### src/rtl/tmr_pkg.sv
// Shared constants and types for the byte-accessed timer.
// Assumes an 8-bit bus address space; only the decoded offsets below respond.
package tmr_pkg;
    localparam int BUS_DW = 8;
    localparam int BUS_AW = 8;

    localparam logic [BUS_AW-1:0] ADR_CMPB_LO = 8'h28;
    localparam logic [BUS_AW-1:0] ADR_CMPB_HI = 8'h29;
    localparam logic [BUS_AW-1:0] ADR_CMPA_LO = 8'h2A;
    localparam logic [BUS_AW-1:0] ADR_CMPA_HI = 8'h2B;
    localparam logic [BUS_AW-1:0] ADR_CNT_LO  = 8'h2C;
    localparam logic [BUS_AW-1:0] ADR_CNT_HI  = 8'h2D;
    localparam logic [BUS_AW-1:0] ADR_STATUS  = 8'h38;

    localparam int FLAG_A_BIT = 4;
    localparam int FLAG_B_BIT = 3;

    typedef enum logic {DIR_DOWN = 1'b0, DIR_UP = 1'b1} dir_e;
endpackage

### src/rtl/tmr_regs.sv
// Bus decode, shared holding byte and the two compare registers.
// Assumes at most one of wr/rd is active per cycle; write takes priority.
module tmr_regs
    import tmr_pkg::*;
#(
    parameter int DW = BUS_DW,
    parameter int AW = BUS_AW,
    localparam int CW = 2 * DW
) (
    input  logic          clk,
    input  logic          rst_n,
    input  logic          wr,
    input  logic          rd,
    input  logic [AW-1:0] addr,
    input  logic [DW-1:0] wdata,
    input  logic [CW-1:0] cnt,
    input  logic          flag_a,
    input  logic          flag_b,
    output logic [DW-1:0] rdata,
    output logic [DW-1:0] hold,
    output logic [CW-1:0] cmp_a,
    output logic [CW-1:0] cmp_b,
    output logic          cnt_ld,
    output logic          cmp_a_ld,
    output logic          cmp_b_ld,
    output logic [CW-1:0] ld_val,
    output logic          clr_a,
    output logic          clr_b
);
    logic hi_wr;
    logic cnt_lo_rd;

    // Decode strobes for each register access.
    always_comb begin
        hi_wr     = wr && (addr == ADR_CNT_HI || addr == ADR_CMPA_HI || addr == ADR_CMPB_HI);
        cnt_lo_rd = rd && !wr && (addr == ADR_CNT_LO);
        cnt_ld    = wr && (addr == ADR_CNT_LO);
        cmp_a_ld  = wr && (addr == ADR_CMPA_LO);
        cmp_b_ld  = wr && (addr == ADR_CMPB_LO);
        ld_val    = {hold, wdata};
        clr_a     = wr && (addr == ADR_STATUS) && wdata[FLAG_A_BIT];
        clr_b     = wr && (addr == ADR_STATUS) && wdata[FLAG_B_BIT];
    end

    // Holding byte: loaded by high-byte writes and by counter low reads.
    always_ff @(posedge clk) begin
        if (!rst_n)         hold <= '0;
        else if (hi_wr)     hold <= wdata;
        else if (cnt_lo_rd) hold <= cnt[CW-1:DW];
    end

    // Compare registers commit both halves on the low-byte write.
    always_ff @(posedge clk) begin
        if (!rst_n) begin
            cmp_a <= '0;
            cmp_b <= '0;
        end else begin
            if (cmp_a_ld) cmp_a <= ld_val;
            if (cmp_b_ld) cmp_b <= ld_val;
        end
    end

    // Read mux; compare bytes come straight from the committed registers.
    always_comb begin
        rdata = '0;
        unique case (addr)
            ADR_CNT_LO:  rdata = cnt[DW-1:0];
            ADR_CNT_HI:  rdata = hold;
            ADR_CMPA_LO: rdata = cmp_a[DW-1:0];
            ADR_CMPA_HI: rdata = cmp_a[CW-1:DW];
            ADR_CMPB_LO: rdata = cmp_b[DW-1:0];
            ADR_CMPB_HI: rdata = cmp_b[CW-1:DW];
            ADR_STATUS: begin
                rdata[FLAG_A_BIT] = flag_a;
                rdata[FLAG_B_BIT] = flag_b;
            end
            default:     rdata = '0;
        endcase
    end
endmodule

### src/rtl/tmr_counter.sv
// Counter core: preset has priority over counting; up or up/down stepping.
// Assumes tick is a one-cycle enable already synchronous to clk.
module tmr_counter
    import tmr_pkg::*;
#(
    parameter int CW = 16,
    localparam logic [CW-1:0] TOP = '1
) (
    input  logic          clk,
    input  logic          rst_n,
    input  logic          tick,
    input  logic          pwm_mode,
    input  logic          ld,
    input  logic [CW-1:0] ld_val,
    output logic [CW-1:0] cnt
);
    dir_e dir;

    // Advance, turn or preset the counter.
    always_ff @(posedge clk) begin
        if (!rst_n) begin
            cnt <= '0;
            dir <= DIR_UP;
        end else if (ld) begin
            cnt <= ld_val;
        end else if (tick) begin
            if (!pwm_mode) begin
                cnt <= cnt + CW'(1);
                dir <= DIR_UP;
            end else if (dir == DIR_UP) begin
                if (cnt == TOP) begin
                    cnt <= TOP - CW'(1);
                    dir <= DIR_DOWN;
                end else begin
                    cnt <= cnt + CW'(1);
                end
            end else begin
                if (cnt == '0) begin
                    cnt <= CW'(1);
                    dir <= DIR_UP;
                end else begin
                    cnt <= cnt - CW'(1);
                end
            end
        end
    end
endmodule

### src/rtl/tmr_cmp_flag.sv
// One compare channel: detects arrival by counting and keeps a sticky flag.
// Assumes 'stepped' means the counter advanced (not preset) on this edge.
module tmr_cmp_flag #(
    parameter int CW = 16
) (
    input  logic          clk,
    input  logic          rst_n,
    input  logic          stepped,
    input  logic          cmp_ld,
    input  logic [CW-1:0] cnt,
    input  logic [CW-1:0] cmp,
    input  logic          clr,
    output logic          flag
);
    logic armed;
    logic hit;

    // Armed only after a counting step that left this register untouched.
    always_ff @(posedge clk) begin
        if (!rst_n) armed <= 1'b0;
        else        armed <= stepped && !cmp_ld;
    end

    // Compare event in the cycle following the step.
    always_comb hit = armed && (cnt == cmp);

    // Sticky flag; a set beats a same-cycle clear.
    always_ff @(posedge clk) begin
        if (!rst_n)   flag <= 1'b0;
        else if (hit) flag <= 1'b1;
        else if (clr) flag <= 1'b0;
    end
endmodule

### src/rtl/byte_timer16.sv
// Top: 16-bit timer with two compare channels on an 8-bit register bus.
// Assumes the bus issues one access per cycle and that tick is synchronous.
module byte_timer16
    import tmr_pkg::*;
#(
    parameter int DW = BUS_DW,
    parameter int AW = BUS_AW,
    localparam int CW = 2 * DW
) (
    input  logic          clk,
    input  logic          rst_n,
    input  logic          tick,
    input  logic          pwm_mode,
    input  logic          bus_wr,
    input  logic          bus_rd,
    input  logic [AW-1:0] bus_addr,
    input  logic [DW-1:0] bus_wdata,
    output logic [DW-1:0] bus_rdata,
    output logic          flag_a,
    output logic          flag_b
);
    logic [CW-1:0] cnt;
    logic [CW-1:0] cmp_a;
    logic [CW-1:0] cmp_b;
    logic [CW-1:0] ld_val;
    logic [DW-1:0] hold;
    logic          cnt_ld;
    logic          cmp_a_ld;
    logic          cmp_b_ld;
    logic          clr_a;
    logic          clr_b;
    logic          stepped;

    // A counting step happens only when ticking and not presetting.
    always_comb stepped = tick && !cnt_ld;

    tmr_regs #(.DW(DW), .AW(AW)) u_regs (
        .clk(clk), .rst_n(rst_n), .wr(bus_wr), .rd(bus_rd), .addr(bus_addr),
        .wdata(bus_wdata), .cnt(cnt), .flag_a(flag_a), .flag_b(flag_b),
        .rdata(bus_rdata), .hold(hold), .cmp_a(cmp_a), .cmp_b(cmp_b),
        .cnt_ld(cnt_ld), .cmp_a_ld(cmp_a_ld), .cmp_b_ld(cmp_b_ld),
        .ld_val(ld_val), .clr_a(clr_a), .clr_b(clr_b)
    );

    tmr_counter #(.CW(CW)) u_cnt (
        .clk(clk), .rst_n(rst_n), .tick(tick), .pwm_mode(pwm_mode),
        .ld(cnt_ld), .ld_val(ld_val), .cnt(cnt)
    );

    tmr_cmp_flag #(.CW(CW)) u_ch_a (
        .clk(clk), .rst_n(rst_n), .stepped(stepped), .cmp_ld(cmp_a_ld),
        .cnt(cnt), .cmp(cmp_a), .clr(clr_a), .flag(flag_a)
    );

    tmr_cmp_flag #(.CW(CW)) u_ch_b (
        .clk(clk), .rst_n(rst_n), .stepped(stepped), .cmp_ld(cmp_b_ld),
        .cnt(cnt), .cmp(cmp_b), .clr(clr_b), .flag(flag_b)
    );
endmodule

### config.mk
export PLATFORM = sky130hd
export DESIGN_NAME = byte_timer16
export DESIGN_NICKNAME = d
export VERILOG_FILES = /design/src/rtl/tmr_pkg.sv /design/src/rtl/tmr_regs.sv /design/src/rtl/tmr_counter.sv /design/src/rtl/tmr_cmp_flag.sv /design/src/rtl/byte_timer16.sv
export SDC_FILE = /design/constraint.sdc
export NUM_CORES = 1
export LEC_CHECK = 0
export BUFFER_PORTS_ARGS = -buffer_cell sky130_fd_sc_hd__buf_2
export CAP_MARGIN = 10
export CORE_ASPECT_RATIO = 1.75
export CORE_UTILIZATION = 40
export DETAILED_ROUTE_END_ITERATION = 16
export GPL_ROUTABILITY_DRIVEN = 0
export PLACE_DENSITY = 0.63
export SYNTH_ARGS = -nofsm -noshare
export SYNTH_HDL_FRONTEND = slang
export SYNTH_HIERARCHICAL = 1
export SYNTH_SLANG_ARGS = --single-unit
### constraint.sdc
create_clock -name clk -period 3.5 [get_ports clk]
set_input_delay 0.525 -clock clk [delete_from_list [all_inputs] [get_ports clk]]
set_output_delay 0.525 -clock clk [all_outputs]
set_load 0.01 [all_outputs]
==> results.toml <==
[global_route]
first_global_vias = 4164
grt_usage_pct = 25.98
grt_pass1_wl_mm = 21.96
grt_max_degree = 45
antenna_found_initial = 0
grt_remaining_overflow = 0

[synthesis]
synth-seq-cells = 61
yosysSeqAreaShare_pct = 27.80
synth_compound_area_share_pct = 17.46
synth_top_family_by_area = "simple AND/OR/NAND/NOR gates"
synthMuxAreaShare_pct = 12.08
synthArstFlopShare_pct = 0
synth_edf_count = 0
synth_fa_ha_area_share_pct = 0.5696
synth_xor_area_share_pct = 8.174
syn_nets = 537
yosysWarnings = 6
synth_cells = 513
synth-simple-area-share_pct = 25.21
ys_types = 74
avgSynthCellArea_um2 = 8.563
ys.flop_type = "dfxtp_1"
netlist_area_um2 = 4393

[clock_network]
cts.clk_slew.worst_paths_ns = 0.06
clock_sinks = 61
cts_tree = "yes"
cts_hold_buf = 0
cts_resized = 0
cts_buffer_depth = 2
clk-insertion-delay-late_ns = 0.34
root_buffer = "clkbuf_16"
cts_buffers = 9
htreeDepth = 3
cts_setup_buffers = 0

[floorplan]
die_width_um = 81.22
row_count = 50
start_util_pct = 41.06
fp.dieH_um = 140.6
dieArea_um2 = 11420
io_pins = 32
core_area_um2 = 10700

[worst_setup_path]
startpoint_type = "flip-flop"
path_class = "flip-flop to flip-flop"
cp-end-kind = "flip-flop"
crit_arrival_ns = 2.95
path_max_fanout = 14
worstPathRequired_ns = 3.73

[timing]
worstMarginPinSlew_ns = 0.7137
final.setup_skew_ns = 0.008000
max_clock_freq_mhz = 366.7
setup_viol = 0
setup_tns_ns = 0
slew_headroom_pct = 52.35
rsz0062_at_grt = "no"
final-hold-violation-count = 0
period_minus_slack_ns = 2.727
slew_violations = 0
postLayoutSetupSlackWorst_ns = 0.7727
min_period_over_period_pct = 77.92

[cells_and_area]
antenna_cells = 0
nets = 538
drive_gt1_share_pct = 15.80
synthToLayoutAreaGrowth_pct = 9.114

[place]
portBuffers = 31
dp_hpwl_mm = 10.08
pre_cts_ws_ns = 0.7697

[route]
wl_per_cell_um = 21.21
dr.pass1.iters = 5
vias = 4092
ant_nets = 0
wirelength_mm = 13.77
drcViolationCount = 0
viasPerCell = 6.305
drt_iter0_drc = 363

[power]
ir_drop_mv = 0.2856
p_per_area_nw_per_um2 = 409.9
p_leak_uw = 0.001978

[run_status]
outcome = "complete, no violations"

[job]
cap_viol_max_count = 0

[worst_hold_path]
hold_class = "input pin to flip-flop"
==> worst max-delay path, cell delays in order (launching register included) <==
cell and delay (ns):
dfxtp_1 0.73, nand4_1 0.33, nor4_1 0.59, and2_1 0.56
nor3_1 0.13, o221a_2 0.27
==> cells in the mapped netlist (8+ instances only) <==
cell      count  share of area [%]
nor2_1       16                1.4
o21ai_0      17                1.9
xnor2_1       8                1.6
mux2i_1      38                8.7
xor2_1       33                6.6
nand3_1      13                1.5
dfxtp_1      61                 28
o21a_1        9                1.5
inv_1         9               0.77
a21oi_1      11                1.3
buf_2        11                1.3
nand2_1      73                6.2
nand4_1      15                2.1
buf_4        19                3.2
o221a_1       8                2.1
and2_1        8                1.1
clkbuf_1     17                1.5
nor4_1       12                1.7
nor3_1       17                1.9
==> metal layers <==
layer | track usage [%] | wire, um
met2 | 44.45 | 7206
met3 | 4.725 | 645
met4 | 17.20 | 862
met1 | 28.36 | 5050
met5 | 0 | 0
==> stage by stage <==
step	hold WS, ns	instances	util (%)	cell area, um2	power (uW)
after floorplan	0.4362	513	-	4393	926.4
after global placement	0.4686	633	41.79	4471	1003
after detailed placement	0.4632	633	41.79	4471	1006
after CTS	0.4656	649	44.81	4793	1973
after global routing	0.5031	649	44.81	4793	2028
final	0.4735	649	44.81	4793	1965
==> placed cells by master, fill, tap and decap left out, types with 11 or more instances in the layout <==
master / instances
nand4_1: 15
dfxtp_1: 61
xor2_1: 33
nor2_1: 16
nor4_1: 12
nand3_1: 13
nand2_1: 73
buf_2: 31
nor3_1: 17
mux2i_1: 38
a21oi_1: 11
buf_4: 14
o21ai_0: 17
==> final timing paths <==
check                       to  slack [ns]  cells past startpoint          from
hold / removal    u_cnt/cnt[6]        0.47                      3  bus_wdata[6]
setup reg to reg  u_cnt/cnt[0]        0.77                      5  u_cnt/cnt[5]
hold reg to reg    u_ch_a/flag        0.48                      2  u_ch_a/armed
setup / recovery  u_cnt/cnt[0]        0.77                      5  u_cnt/cnt[5]
==> area by class of cell <==
| type | instances | area [um2] |
|---|---|---|
| Sequential cell | 61 | 1221 |
| Timing Repair Buffer | 45 | 260.3 |
| Fill cell | 1033 | 5904 |
| Clock inverter | 7 | 97.59 |
| Multi-Input combinational cell | 387 | 2789 |
| Clock buffer | 9 | 225.2 |
| Inverter | 10 | 37.54 |
| Tap cell | 130 | 162.7 |
==> cell families (layout without fill, tap and decap cells) <==
| family | after synthesis | after routing |
|---|---|---|
| AOI/OAI and AO/OA | 100 | 100 |
| buffers and inverters | 65 | 71 |
| DFF | 61 | 61 |
| xor gates and xnor gates | 41 | 41 |
| muxes | 45 | 45 |
| and+or+nand+nor | 199 | 199 |
| adders and majority gates | 2 | 2 |
==> state kept, by name (all words and copies together) (netlist names), 8 cells and up <==
register / flops
u_cnt/cnt: 16
u_regs/cmp_a: 16
u_regs/cmp_b: 16
u_regs/hold: 8
==> power by group <==
part	internal, uW	total [uW]	leakage, uW	switching (uW)
Sequential	708	744	0.000494	36.0
Clock	625	966	0.000152	342
Combinational	101	255	0.00133	153
Note: power is estimated with default switching activity, not from simulation.
